**src/rtl/irq_req_pkg.sv**
```systemverilog
package irq_req_pkg;

  localparam int unsigned DEF_DLY_W = 5;
  localparam int unsigned DEF_LVL_W = 3;
  localparam int unsigned DEF_OCC_W = 5;

  typedef enum logic {
    CLR_ON_READ  = 1'b0,
    CLR_ON_EMPTY = 1'b1
  } clr_mode_e;

  typedef enum logic {
    TMR_IDLE = 1'b0,
    TMR_RUN  = 1'b1
  } tmr_state_e;

endpackage

```
**src/rtl/irq_dly_timer.sv**
```systemverilog
module irq_dly_timer
  import irq_req_pkg::*;
#(
  parameter int unsigned DLY_W = DEF_DLY_W
) (
  input  logic             clk,
  input  logic             rst_n,
  input  logic             halt,
  input  logic [DLY_W-1:0] dly_sel,
  input  logic             key_event,
  input  logic             db_tick,
  output logic             fire
);

  localparam logic [DLY_W-1:0] ONE = DLY_W'(1);

  tmr_state_e       state_q, state_d;
  logic [DLY_W-1:0] cnt_q, cnt_d;
  logic             cnt_en;
  logic             dly_on;

  assign dly_on = (dly_sel != '0);

  always_comb begin
    state_d = state_q;
    cnt_d   = cnt_q;
    cnt_en  = 1'b0;
    fire    = 1'b0;
    if (halt || !dly_on) begin
      state_d = TMR_IDLE;
    end else if (key_event) begin
      state_d = TMR_RUN;
      cnt_d   = dly_sel;
      cnt_en  = 1'b1;
    end else if (state_q == TMR_RUN && db_tick) begin
      if (cnt_q == ONE) begin
        fire    = 1'b1;
        state_d = TMR_IDLE;
      end else begin
        cnt_d  = cnt_q - ONE;
        cnt_en = 1'b1;
      end
    end
  end

  always_ff @(posedge clk or negedge rst_n) begin
    if (!rst_n) begin
      state_q <= TMR_IDLE;
      cnt_q   <= '0;
    end else begin
      state_q <= state_d;
      if (cnt_en) cnt_q <= cnt_d;
    end
  end

endmodule

```
**src/rtl/irq_lvl_trig.sv**
```systemverilog
module irq_lvl_trig
  import irq_req_pkg::*;
#(
  parameter int unsigned LVL_W = DEF_LVL_W,
  parameter int unsigned OCC_W = DEF_OCC_W
) (
  input  logic             clk,
  input  logic             rst_n,
  input  logic [LVL_W-1:0] lvl_sel,
  input  logic [OCC_W-1:0] fifo_count,
  output logic             rise
);

  logic above, above_q;

  always_comb begin
    above = (lvl_sel != '0) &&
            (int'(fifo_count) >= 2 * int'(lvl_sel));
    rise  = above && !above_q;
  end

  always_ff @(posedge clk or negedge rst_n) begin
    if (!rst_n) above_q <= 1'b0;
    else        above_q <= above;
  end

endmodule

```
**src/rtl/irq_req_latch.sv**
```systemverilog
module irq_req_latch
  import irq_req_pkg::*;
(
  input  logic      clk,
  input  logic      rst_n,
  input  logic      drop_all,
  input  logic      set_req,
  input  logic      fifo_rd,
  input  logic      fifo_empty,
  input  clr_mode_e mode,
  output logic      req_q
);

  logic req_d;
  logic clr_cond;

  always_comb begin
    clr_cond = (mode == CLR_ON_READ) ? fifo_rd : fifo_empty;
    req_d    = req_q;
    if (drop_all)      req_d = 1'b0;
    else if (set_req)  req_d = 1'b1;
    else if (clr_cond) req_d = 1'b0;
  end

  always_ff @(posedge clk or negedge rst_n) begin
    if (!rst_n) req_q <= 1'b0;
    else        req_q <= req_d;
  end

endmodule

```
**src/rtl/irq_req_gen.sv**
```systemverilog
module irq_req_gen
  import irq_req_pkg::*;
#(
  parameter int unsigned DLY_W = DEF_DLY_W,
  parameter int unsigned LVL_W = DEF_LVL_W,
  parameter int unsigned OCC_W = DEF_OCC_W
) (
  input  logic                   clk,
  input  logic                   rst_n,
  input  logic [DLY_W+LVL_W-1:0] cfg_byte,
  input  logic [OCC_W-1:0]       fifo_count,
  input  logic                   key_event,
  input  logic                   db_tick,
  input  logic                   fifo_rd,
  input  logic                   fifo_empty,
  input  logic                   clr_on_empty,
  input  logic                   gpo_level,
  output logic                   irq_od_en
);

  localparam int unsigned CFG_W = DLY_W + LVL_W;

  logic [1:0]       rst_sync_q;
  logic             rst_sn;
  logic             gpo_mode;
  logic [DLY_W-1:0] dly_sel;
  logic [LVL_W-1:0] lvl_sel;
  logic             t_fire;
  logic             l_rise;
  logic             req_q;
  clr_mode_e        mode;

  always_ff @(posedge clk or negedge rst_n) begin
    if (!rst_n) rst_sync_q <= 2'b00;
    else        rst_sync_q <= {rst_sync_q[0], 1'b1};
  end
  assign rst_sn = rst_sync_q[1];

  assign gpo_mode = (cfg_byte == CFG_W'(0));
  assign dly_sel  = cfg_byte[DLY_W-1:0];
  assign lvl_sel  = cfg_byte[CFG_W-1:DLY_W];
  assign mode     = clr_on_empty ? CLR_ON_EMPTY : CLR_ON_READ;

  irq_dly_timer #(.DLY_W(DLY_W)) u_tmr (
    .clk       (clk),
    .rst_n     (rst_sn),
    .halt      (gpo_mode),
    .dly_sel   (dly_sel),
    .key_event (key_event),
    .db_tick   (db_tick),
    .fire      (t_fire)
  );

  irq_lvl_trig #(.LVL_W(LVL_W), .OCC_W(OCC_W)) u_lvl (
    .clk        (clk),
    .rst_n      (rst_sn),
    .lvl_sel    (lvl_sel),
    .fifo_count (fifo_count),
    .rise       (l_rise)
  );

  irq_req_latch u_req (
    .clk        (clk),
    .rst_n      (rst_sn),
    .drop_all   (gpo_mode),
    .set_req    (t_fire | l_rise),
    .fifo_rd    (fifo_rd),
    .fifo_empty (fifo_empty),
    .mode       (mode),
    .req_q      (req_q)
  );

  assign irq_od_en = gpo_mode ? ~gpo_level : req_q;

endmodule

```
**config.mk**
```make
export PLATFORM = sky130hd
export DESIGN_NAME = irq_req_gen
export DESIGN_NICKNAME = d
export VERILOG_FILES = /design/src/rtl/irq_req_pkg.sv /design/src/rtl/irq_dly_timer.sv /design/src/rtl/irq_lvl_trig.sv /design/src/rtl/irq_req_latch.sv /design/src/rtl/irq_req_gen.sv
export SDC_FILE = /design/constraint.sdc
export NUM_CORES = 1
export LEC_CHECK = 0
export ABC_CLOCK_PERIOD_IN_PS = 1660
export BUFFER_PORTS_ARGS = -buffer_cell sky130_fd_sc_hd__buf_2
export CAP_MARGIN = 20
export CORE_AREA = 2 2 39 41
export CTS_CLUSTER_SIZE = 16
export DETAILED_ROUTE_END_ITERATION = 10
export DIE_AREA = 0 0 41 43
export GPL_ROUTABILITY_DRIVEN = 1
export PLACE_DENSITY = 0.78
export SETUP_SLACK_MARGIN = 0.1
export SYNTH_ARGS = -nofsm -noshare
export SYNTH_HDL_FRONTEND = slang
export SYNTH_SLANG_ARGS = --single-unit
```
**constraint.sdc**
```tcl
create_clock -name clk -period 1.66 [get_ports clk]
set_input_delay 0.083 -clock clk [delete_from_list [all_inputs] [get_ports clk]]
set_output_delay 0.083 -clock clk [all_outputs]
set_load 0.05 [all_outputs]
```
Word-level counts from Yosys, hierarchy flattened. Cells that the tools add are included.

Flip-flop bits (word level): 10. Bits in latches: 0. Memory bits (writable): 0. ROM bits: 0. Input port bits: 21. Output and inout port bits: 1. Word-level logic and storage cells: 48. Memories: 0.

$add $sub $neg: 1. Multipliers: 0. Divide/modulo/power cells: 0. $lt $le $gt $ge: 1. Eq/ne operators: 2. Shifts and indexed selects: 0. Mux-type cells: 21. Bitwise gates (word level): 3. Reductions and logical operators: 15.

Operators with widths (number): two-way mux 1 bit (18); two-way mux 5 bit (3); nonzero test 3 bit (4); zero test 8 bit (1); equality test 5 x 1 -> 1 bit, second input constant (1); >= comparator 5 x 4 -> 1 bit (1); nonzero test 5 bit (1); subtractor 5 x 1 -> 5 bit, second input constant (1); AND reduction 4 bit (1); logical AND 1 bit (3); zero test 1 bit (2); inequality test 2 bit, second input constant (1); NOT 1 bit (2); AND reduction 2 bit (1); nonzero test 2 bit (1); logical OR 1 bit (1); bitwise OR 1 bit (1).

Longest topological paths before layout. Gate-level depths: netlist of the first run.

Depth after elaboration: 8. Mapped depth: 6. Depth with buffers taken out: 6.

Cells and area by module. Synthesis of the first run repeated with hierarchy kept, for this count alone.

Cells, all modules: 75. Area total of the unflattened synthesis: 703.2 um2.

Modules (own cells, without submodules): irq_dly_timer (instances 1, cells each 47, area an instance 422.9 um2, seq. area each 150.1 um2); irq_lvl_trig (instances 1, cells each 14, area an instance 130.1 um2, seq. area each 25.0 um2); irq_req_gen (instances 1, cells each 9, area an instance 91.3 um2, seq. area each 50.0 um2); irq_req_latch (instances 1, cells each 5, area an instance 58.8 um2, seq. area each 25.0 um2).

Worst setup path before layout of the first run. No wires, ideal clock.

Kind: input to output. Start: in cfg_byte[2]. End: out irq_od_en. Arrival time: 1.686 ns. Data required time: 1.577 ns. Slack: -0.109 ns. Cell stages on the path: 4. Path through: or4_4 nor2_8 nand2_1 mux2i_1.

Word-level cells in the longest chain between the ends: 2.

RTL lines: start: declaration (RTL line irq_req_gen.sv:10) `input logic [DLY_W+LVL_W-1:0] cfg_byte,`; zero test 8 bit (RTL line irq_req_gen.sv:39) `assign gpo_mode = (cfg_byte == CFG_W'(0));`; two-way mux 1 bit (RTL line irq_req_gen.sv:73) `assign irq_od_en = gpo_mode ? ~gpo_level : req_q;`; end: declaration (RTL line irq_req_gen.sv:18) `output logic irq_od_en`.

Every way passes these cells.

Final worst setup path of the first run. Ends and elaborated chain as after synthesis.

==> run summary, run 1 <==
Mux share of post-synthesis cell area: 4.836%
Die height: 43 µm
Commonest non-fill, non-tap cell in the layout: buf_2
WP data required: 1.58 ns
Grt total ovfl: 0
Post-layout util: 61.30%
Pre-antenna DRT Iters: 4
Cell-internal power: 0.0005132 W
Synthesized Nets: 92
Syn_area_per_cell: 9.801 µm²
Non-filler cells in the finished layout: 109
Ys flop type: dfrtp_1
Root Buffer: clkbuf_4
Buffers on Ports: 21
HPWL Detailed: 1122 µm
Fin Clk Skew: 0.008047 ns
Top post-synthesis cells by area: dfrtp_1 (39%), ha_1 (9.7%), inv_1 (5.2%)
FF/Latch Area: 250.2 µm²
Final period utilization: 90.08%
Synth Area in Simple Gates: 19.73%
Fin Hold WS: 0.06172 ns
First-pass GRT wire length: 2415 µm
1st-iter DRT viols: 7
Fmax achieved: 668.8 MHz
Postcts setup bufs: 0
Initial antenna violation count: 0
Die W: 41 µm
Worst path max stage delay: 0.58 ns
Share of cells above drive strength 1: 37.63%
Worst-path maximum fanout: 3
Largest family of logic cells by synthesized area: compound AO/OA/AOI/OAI gates
Synth cell types: 31
Crit-path cells: buf_2 > or4_4 > nor2_8 > nand2_1 > mux2i_4 > clkbuf_4
Synth Warn #: 0
Overall routing resource usage: 20.59%
Combinational share of power: 28.5%
Synthesized cell area: 646.9 µm²
Setup ws final: 0.1647 ns
Htree depth: 1
Worst skew pair latency: 0.27 ns
Synth Area in Compound Gates: 20.50%
Max_cap viols: 0
CTS tree: done
Crit path capture type: output pin
Clock network power share: 29.4%
Post-synth top area cell: dfrtp_1
Max IR drop VDD: 0.0005940 V
Row cnt: 14
DRT Wirelength: 1414 µm
RSZ-0062 raised after global routing: false
Worst path arrival time: 1.41 ns
DIE AREA: 1763 µm²
Post-Synthesis Cells: 66
Pin count of the biggest net entering global routing: 16
Wire length per cell: 12.97 µm
Core ar.: 1384 µm²
Setup crit start kind: input port
Gpl congestion: 0.8565
Asr flop ratio synth: 100.0%
Post-synth EDFFs: 0
Commonest cells after routing, fill and taps aside: buf_2 (20), dfrtp_1 (10), inv_1 (9)
CTS Sinks: 10
Flops & latches, synth: 10
Setup TNS: 0 ns
Adder-Cell Fraction of Synth Area: 9.671%
Max Transition Viols Final: 0
Switching Fraction: 32.24%
Final ANT Viol Nets: 0
Seq pwr share: 42.1%
Post-synthesis xor/xnor area fraction: 0%
Vias/cell: 5.771
Final net count: 120
WS Path Type: in2out
Clock tree buffer depth: 2
Final setup violation count: 0
Crit path max-delay cell type: or4_4
Placed Cells: 104
Power density cells: 892.7 nW/µm²
Number of remaining DRC errors: 0
Register area share after synthesis: 38.68%
Final min period: 1.495 ns
Setup WS pre-CTS: 0.1398 ns
Multi-input logic area: 375.4 µm²
Hold WC Path Type: in2reg
Num CTS Buffers: 3
Diodes inserted: 0
Psw: 0.0002441 W
Hold Violations, Final: 0
Initial Util: 46.75%
Area grow syn2layout: 31.14%
Io pins: 22
Vias in the first global route: 599
Worst-path clk slew: 0.07 ns
Status: finished clean
Leakage: 0.4100 nW
Vias: 629
Fillers: 119
Top cell type's share of synthesized area: 38.68%
## cells in the mapped netlist, types with 2 or more instances
library cell	number
nand2b_1	2
nor4b_1	2
ha_1	5
mux2i_1	2
nor3_1	3
a31oi_1	2
a21oi_1	3
dfrtp_1	10
o22ai_1	2
nor2_1	3
inv_1	9
a221o_1	2
o21ai_0	3
## power groups by stage
stage          Combinational (W)  Sequential (W)  Clock (W)
3_5_place_dp            0.000210        0.000321          0
5_1_grt                 0.000247        0.000325   0.000244
2_1_floorplan           0.000145        0.000313          0
6_report                0.000216        0.000319   0.000222
4_1_cts                 0.000214        0.000317   0.000230
3_3_place_gp            0.000201        0.000320          0
## cell families after synthesis
group           after synthesis
simple gates                 18
other cells                   1
compound gates               19
flops                        10
fa+ha+maj                     5
buf+inv                      10
mux                           3
## timing repair
action | in CTS | in global routing
hold endpoints to repair | 2 | 0
endpoints found under the setup margin | 0 | 2
resized for setup | 0 | 2
hold buffers | 1 | 0
## metal layers
metal  vias up  wire length [µm]  track usage [%]  share of wire (%)
met4         0                 9            6.000               0.64
li1        302                 -                -                  -
met2        22               745            32.50                 53
met5         -                 0                0                  0
met1       303               575            23.99                 41
met3         2                84            9.424                5.9
## path summary, 6_finish.rpt
kind                       slack, ns  depth (start not counted)      startpoint        endpoint
max in group asynchronous       1.27                          0   rst_sync_q[1]  u_tmr.cnt_q[0]
min                             0.06                          2     cfg_byte[4]  u_tmr.cnt_q[4]
max                             0.16                          6     cfg_byte[2]       irq_od_en
min in group asynchronous       0.12                          2           rst_n   rst_sync_q[1]
max reg2reg                     0.21                          6  u_tmr.cnt_q[0]  u_tmr.cnt_q[4]
min reg2reg                     0.14                          0   rst_sync_q[1]  u_tmr.cnt_q[3]
## flip-flops by register name, indices dropped and copies added, names as in the netlist
name / cells
u_req.req_q: 1
u_lvl.above_q: 1
u_tmr.state_q: 1
u_tmr.cnt_q: 5
rst_sync_q: 2
## metrics by stage
| step | instance area (µm²) | power [W] |
|---|---|---|
| after floorplan | 659.4 | 0.0004579 |
| final | 848.3 | 0.0007573 |
| after CTS | 840.8 | 0.0007599 |
| after global placement | 794.5 | 0.0005210 |
| after detailed placement | 794.5 | 0.0005312 |
| after global routing | 848.3 | 0.0008154 |
## critical path, delay by kind of cell
| family | cells | cell delay, ns |
|---|---|---|
| buffers and inverters | 2 | 0.31 |
| muxes | 1 | 0.21 |
| and+or+nand+nor | 3 | 0.80 |
## cell type report
| type | instances | share of cell area [%] |
|---|---|---|
| multi-input cells | 46 | 44.25 |
| flip-flops and latches | 10 | 29.50 |
| repair buffers | 24 | 15.63 |
| clock buffers | 4 | 4.277 |
| inverters | 9 | 3.982 |
| well taps | 16 | 2.360 |
(Power assumes the default switching activity.)
==> inputs of run 2 (changes only) <==
--- a/config.mk
+++ b/config.mk
@@ -5,15 +5,18 @@
 export SDC_FILE = /design/constraint.sdc
 export NUM_CORES = 1
 export LEC_CHECK = 0
+export ABC_AREA = 1
 export ABC_CLOCK_PERIOD_IN_PS = 1660
 export BUFFER_PORTS_ARGS = -buffer_cell sky130_fd_sc_hd__buf_2
 export CAP_MARGIN = 20
-export CORE_AREA = 2 2 39 41
+export CELL_PAD_IN_SITES_DETAIL_PLACEMENT = 2
+export CELL_PAD_IN_SITES_GLOBAL_PLACEMENT = 2
+export CORE_AREA = 2 2 57 53
 export CTS_CLUSTER_SIZE = 16
 export DETAILED_ROUTE_END_ITERATION = 10
-export DIE_AREA = 0 0 41 43
+export DIE_AREA = 0 0 59 55
 export GPL_ROUTABILITY_DRIVEN = 1
-export PLACE_DENSITY = 0.78
+export PLACE_DENSITY_LB_ADDON = 0.1
 export SETUP_SLACK_MARGIN = 0.1
 export SYNTH_ARGS = -nofsm -noshare
 export SYNTH_HDL_FRONTEND = slang
==> run 2 against run 1 <==
Worst hold slack better by 0.057 ns. Non-clock buffer count is 1 lower. First-iteration DRC count is 43% higher. Clock power hardly changed. Core utilization is 26 points lower. Critical path depth is 1 higher. Routed wire length is 33% higher. Clock skew is 0.0053 ns lower. Largest cell class unchanged.
==> run summary, run 2 <==
RR Startpoint: u_tmr.cnt_q[1]
Post_cts resized: 0 (unchanged)
Setup TNS: 0 ns (unchanged)
Crit path capture type: flop
WP data required: 1.82 ns (+0.24 ns)
Vias/cell: 4.571 (-21%)
Worst path max stage delay: 0.37 ns (-0.21 ns)
Max IR drop VDD: 0.0003509 V (-41%)
Buffers on Ports: 21 (unchanged)
Share of cells above drive strength 1: 26.98% (-11 points)
Io pins: 22 (unchanged)
CTS tree: done
Hold WC Path Type: in2async
Synthesized cell area: 742.0 µm² (+15%)
Status: finished clean
Area grow syn2layout: 25.30%
Htree depth: 1 (unchanged)
Worst skew pair latency: 0.27 ns (about the same)
Setup crit start kind: flop
Max Transition Viols Final: 0 (unchanged)
Num CTS Buffers: 3 (unchanged)
Final ANT Viol Nets: 0 (unchanged)
Row cnt: 18 (+4)
Post-Synthesis Cells: 100 (+52%)
Register area share after synthesis: 33.73% (-5.0 points)
Fillers: 329 (+180%)
HPWL Detailed: 1613 µm (+44%)
Most numerous cell in the Yosys netlist: nand2_1
Flops & latches, synth: 10 (unchanged)
Syn_area_per_cell: 7.420 µm² (-24%)
Worst-path maximum fanout: 9 (+6)
Total Power: 0.0008512 W (+12%)
DRT Wirelength: 1886 µm (+33%)
Pre-antenna DRT Iters: 3 (-1)
Overall routing resource usage: 13.96% (-6.6 points)
Crit path from: u_tmr.cnt_q[1]
Final period utilization: 78.89% (-11 points)
Root Buffer: clkbuf_4
Gpl congestion: 0.6783 (-21%)
Met3 Use GR: 4.186% (-5.2 points)
Hold Violations, Final: 0 (unchanged)
Register name with the most flops: u_tmr.cnt_q
Initial antenna violation count: 0 (unchanged)
Top cell type's share of synthesized area: 33.73% (-5.0 points)
Number of remaining DRC errors: 0 (unchanged)
Grt total ovfl: 0 (unchanged)
Vias in the first global route: 738 (+23%)
Fin Clk Skew: 0.002765 ns (-0.005283 ns)
Cell family with most CP delay: simple AND/OR/NAND/NOR gates
Post-synth EDFFs: 0 (unchanged)
Diodes inserted: 0 (unchanged)
Clock tree buffer depth: 2 (unchanged)
Crit path max-delay cell type: dfrtp_1
Wire length per cell: 12.09 µm (-6.8%)
Crit-path cells: inv_1 > ha_1 > nand3b_2 > nor2_4 > nor2_8 > nand2_1 > o21ai_1
RSZ-0062 raised after global routing: false
M2 GR Usage: 25.00% (-7.5 points)
Commonest cells after routing, fill and taps aside: nand2_1 (24), buf_2 (21), inv_1 (15)
1st-iter DRT viols: 10 (+3)
Leakage: 0.5011 nW (+22%)
Final setup violation count: 0 (unchanged)
DIE AREA: 3245 µm² (+84%)
Commonest non-fill, non-tap cell in the layout: nand2_1
Asr flop ratio synth: 100.0% (unchanged)
Synth Warn #: 0 (unchanged)
WS Path Type: reg2reg
Worst path arrival time: 1.47 ns (+0.06 ns)
Ys flop type: dfrtp_1
Final min period: 1.310 ns (-0.1857 ns)
Top post-synthesis cells by count: nand2_1 (24), inv_1 (15), nor2_1 (14)
Fmax achieved: 763.6 MHz (+14%)
Gr busiest metal: met2
FF-to-FF setup slack: 0.35 ns (+0.14 ns)
Die W: 59 µm (+44%)
Final net count: 153 (+28%)
Vias: 713 (+13%)
Top post-synthesis cells by area: dfrtp_1 (34%), nand2_1 (12%), ha_1 (8.4%)
Die height: 55 µm (+28%)
Pin count of the biggest net entering global routing: 11 (-5)
Met1 track utilization from global routing: 16.50% (-7.5 points)
Post-synth top area cell: dfrtp_1
CTS Sinks: 10 (unchanged)
Initial Util: 27.92% (-19 points)
Worst-path clk slew: 0.07 ns (about the same)
Synth cell types: 23 (-26%)
Synthesized Nets: 126 (+37%)
Top flop regs: u_tmr.cnt_q (5), rst_sync_q (2)
Largest register FFs: 5 (unchanged)
Core ar.: 2658 µm² (+92%)
Bufs and invs on worst path: 1 (-1)
Max_cap viols: 0 (unchanged)
First-pass GRT wire length: 3291 µm (+36%)
Power density cells: 915.6 nW/µm² (+2.6%)
==> run 2: kinds of logic (layout without fill, tap and decap cells) <==
group	count (synthesis)	in the layout	share of synthesized area [%]
buf+inv	17	43	9.949
simple gates	51	51	35.08
fa+ha+maj	5	5	8.432
xor+xnor	1	1	1.181
other cells	1	1	0.5054
flops	10	10	33.73
compound gates	15	15	11.13
==> run 2: per-layer routing <==
layer  routed length [µm]  share of wire, %  up-vias
li1                     -                 -      364
met1                  898                48      334
met4                    9              0.48        0
met3                   73               3.9        2
met2                  905                48       13
met5                    0                 0        -
==> run 2: final cells by class <==
class                           count  area, µm²  share of cell area, %
Clock buffer                        4      36.28                  3.903
Multi-Input combinational cell     73      417.9                  44.95
Timing Repair Buffer               23      125.1                  13.46
Inverter                           16      62.56                  6.729
Tap cell                           30      37.54                  4.038
Sequential cell                    10      250.2                  26.92
==> run 2: what timing repair did <==
item / 4_1_cts / 5_1_grt
hold buffers: 2 / 0
hold endpoints to repair: 3 / 0
endpoints found under the setup margin: 0 / 0
buffers inserted: 0 / 0
==> run 2: final timing paths <==
kind | to | depth (start not counted)
hold / removal | rst_sync_q[0] | 2
min in group clk | u_tmr.cnt_q[2] | 5
setup / recovery | u_tmr.cnt_q[3] | 7
max in group asynchronous | u_req.req_q | 0
setup reg to reg | u_tmr.cnt_q[3] | 7
hold reg to reg | u_lvl.above_q | 0
==> run 2: per-stage QoR <==
stage          setup slack, ns  utilization (%)  std cells  hold WS [ns]  cell area (µm²)
2_1_floorplan           0.3366                -        100       -0.2126            742.0
3_3_place_gp            0.3901            32.86        150       -0.1313            873.3
3_5_place_dp            0.3679            32.86        150       -0.1287            873.3
4_1_cts                 0.3297            34.98        156        0.1038            929.6
5_1_grt                 0.2165            34.98        156        0.1155            929.6
6_report                0.3504            34.98        156        0.1191            929.6
==> run 2: power by group <==
part / leakage, nW / internal [W] / switching [W]
logic: 0.364 / 0.000120 / 0.000182
registers: 0.116 / 0.000290 / 0.0000358
clock network: 0.0210 / 0.000133 / 0.0000901
==> inputs of run 3 (changes only) <==
--- a/config.mk
+++ b/config.mk
@@ -6,15 +6,15 @@
 export NUM_CORES = 1
 export LEC_CHECK = 0
 export ABC_AREA = 1
-export ABC_CLOCK_PERIOD_IN_PS = 1660
+export ABC_CLOCK_PERIOD_IN_PS = 1290
 export BUFFER_PORTS_ARGS = -buffer_cell sky130_fd_sc_hd__buf_2
 export CAP_MARGIN = 20
 export CELL_PAD_IN_SITES_DETAIL_PLACEMENT = 2
 export CELL_PAD_IN_SITES_GLOBAL_PLACEMENT = 2
-export CORE_AREA = 2 2 57 53
+export CORE_AREA = 2 2 59 55
 export CTS_CLUSTER_SIZE = 16
 export DETAILED_ROUTE_END_ITERATION = 10
-export DIE_AREA = 0 0 59 55
+export DIE_AREA = 0 0 61 57
 export GPL_ROUTABILITY_DRIVEN = 1
 export PLACE_DENSITY_LB_ADDON = 0.1
 export SETUP_SLACK_MARGIN = 0.1
==> constraint.sdc (replaced) <==
create_clock -name clk -period 1.29 [get_ports clk]
set_input_delay 0.0645 -clock clk [delete_from_list [all_inputs] [get_ports clk]]
set_output_delay 0.0645 -clock clk [all_outputs]
set_load 0.05 [all_outputs]
==> run 3 against run 2 <==
Worst setup slack got worse by 0.26 ns. Worst hold slack got worse by 0.023 ns. Via count rose by 6.3%. Count of clock-buffer cells in the layout did not move. Clock power rose by 33%. Clock skew rose by 0.0012 ns. Critical endpoint is now u_tmr.cnt_q[2].
==> run summary, run 3 (same netlist as run 2, synthesis figures left out) <==
RR Endpoint: u_tmr.cnt_q[2]
Share of cells above drive strength 1: 36.64% (+9.7 points)
Leakage: 0.5404 nW (+7.8%)
Clock tree buffer depth: 2 (unchanged)
Overall routing resource usage: 15.44% (+1.5 points)
Pin count of the biggest net entering global routing: 11 (unchanged)
Max IR drop VDD: 0.0004933 V (+41%)
Commonest cells after routing, fill and taps aside: nand2_1 (23), buf_2 (20), inv_1 (12), nor2_1 (12), dfrtp_1 (10)
Die W: 61 µm (+3.4%)
Row cnt: 19 (+1)
Max Transition Viols Final: 0 (unchanged)
Top flop regs: u_tmr.cnt_q (5), rst_sync_q (2)
Final net count: 158 (+3.3%)
Initial antenna violation count: 0 (unchanged)
Largest register FFs: 5 (unchanged)
Fin Clk Skew: 0.003956 ns (+0.001192 ns)
Vias/cell: 4.382 (-4.1%)
DRT Wirelength: 2137 µm (+13%)
HPWL Detailed: 1666 µm (+3.3%)
First-pass GRT wire length: 3788 µm (+15%)
1st-iter DRT viols: 10 (unchanged)
Worst skew pair latency: 0.28 ns (about the same)
Setup crit start kind: flop
DIE AREA: 3477 µm² (+7.1%)
Worst-path clk slew: 0.07 ns (about the same)
Post-layout util: 35.39% (+0.41 points)
Gpl congestion: 0.6587 (-2.9%)
Buffers on Ports: 21 (unchanged)
Die height: 57 µm (+3.6%)
Hold WC Path Type: in2async
Max_cap viols: 0 (unchanged)
Vias in the first global route: 839 (+14%)
Seq pwr share: 34.9% (-3.3 points)
RR Startpoint: u_tmr.cnt_q[0]
Clock network power share: 23.7% (-2.5 points)
R2r worst-path depth: 8 (+1)
Grt total ovfl: 0 (unchanged)
Root Buffer: clkbuf_4
Met3 Use GR: 4.762% (+0.58 points)
Commonest non-fill, non-tap cell in the layout: nand2_1
Hold Violations, Final: 0 (unchanged)
CTS tree: done
Worst path arrival time: 1.37 ns (-0.10 ns)
FF-to-FF setup slack: 0.09 ns (-0.26 ns)
Area grow syn2layout: 39.46%
Crit path capture type: flop
Status: finished clean
M2 GR Usage: 25.35% (+0.35 points)
WS Path Type: reg2reg
CTS Sinks: 10 (unchanged)
RSZ-0062 raised after global routing: true
Power density cells: 1205 nW/µm² (+32%)
Final min period: 1.204 ns (-0.1057 ns)
Switching Fraction: 37.62% (+1.4 points)
Wire length per cell: 12.35 µm (+2.2%)
Num CTS Buffers: 3 (unchanged)
Gr busiest metal: met2
Diodes inserted: 0 (unchanged)
Final period utilization: 93.32% (+14 points)
Final ANT Viol Nets: 0 (unchanged)
WP data required: 1.45 ns (-0.37 ns)
Number of remaining DRC errors: 0 (unchanged)
Pre-antenna DRT Iters: 4 (+1)
Initial Util: 25.37% (-2.5 points)
Core ar.: 2924 µm² (+10%)
Vias: 758 (+6.3%)
Fin Hold WS: 0.09624 ns (-0.02285 ns)
Register name with the most flops: u_tmr.cnt_q
Psw: 0.0004690 W (+52%)
Cell-internal power: 0.0007778 W (+43%)
Worst-path maximum fanout: 3 (-6)
Met1 track utilization from global routing: 18.84% (+2.3 points)
Io pins: 22 (unchanged)
Fmax achieved: 830.7 MHz (+8.8%)
Combinational share of power: 41.4% (+5.9 points)
Final setup violation count: 0 (unchanged)
Htree depth: 1 (unchanged)
-- run 3: how the worst max path moves through the flow --
stage | from | to | cells past startpoint
6_report | u_tmr.cnt_q[0] | u_tmr.cnt_q[2] | 8
5_1_grt | u_tmr.cnt_q[1] | u_tmr.cnt_q[4] | 7
4_1_cts | u_tmr.cnt_q[1] | u_tmr.cnt_q[0] | 7
3_5_place_dp | u_tmr.cnt_q[0] | u_tmr.cnt_q[2] | 8
3_3_place_gp | u_tmr.cnt_q[1] | u_tmr.cnt_q[3] | 7
2_1_floorplan | u_tmr.cnt_q[1] | u_tmr.cnt_q[3] | 7
-- run 3: final cells by class --
type	instances	area [µm²]
clock buffers	4	36.28
well taps	42	52.55
flip-flops and latches	10	250.2
fillers	348	1889
repair buffers	28	165.2
multi-input cells	73	467.9
inverters	16	62.56
-- run 3: power groups by stage --
stage                     clock, W  combinational (W)  sequential, W
after floorplan                  0           0.000290       0.000412
after global placement           0           0.000401       0.000424
after detailed placement         0           0.000418       0.000426
after CTS                 0.000309           0.000495       0.000431
after global routing      0.000322           0.000593       0.000445
final                     0.000296           0.000516       0.000435
-- run 3: critical path: stages, from the launching register on --
cell	delay, ns
dfrtp_1	0.43
inv_2	0.07
ha_4	0.17
inv_2	0.05
nor2_1	0.03
o21ai_1	0.15
nand2_1	0.07
nand2_1	0.06
o21ai_1	0.05
-- run 3: routing by layer --
metal	vias to the layer above	part of all wire [%]
met4	0	1.5
met3	4	4.0
met2	12	53
met1	368	42
li1	374	-
met5	-	0
-- run 3: stage by stage --
stage | area [µm²] | std cells | total power (W) | worst slack (ns) | setup TNS (ns)
2_1_floorplan | 745.7 | 100 | 0.0007015 | 0.1324 | 0
3_3_place_gp | 914.6 | 165 | 0.0008246 | 0.06000 | 0
3_5_place_dp | 914.6 | 165 | 0.0008439 | 0.01469 | 0
4_1_cts | 1017 | 173 | 0.001235 | 0.07471 | 0
5_1_grt | 1035 | 173 | 0.001360 | -0.01704 | -0.02944
6_report | 1035 | 173 | 0.001247 | 0.08613 | 0
-- run 3: repair_timing --
action | in CTS | in global routing
hold buffers | 2 | 0
pin swaps | 3 | 3
setup buffers | 2 | 0
resized for setup | 9 | 5
endpoints found under the setup margin | 5 | 7
endpoints found under the hold margin | 3 | 0
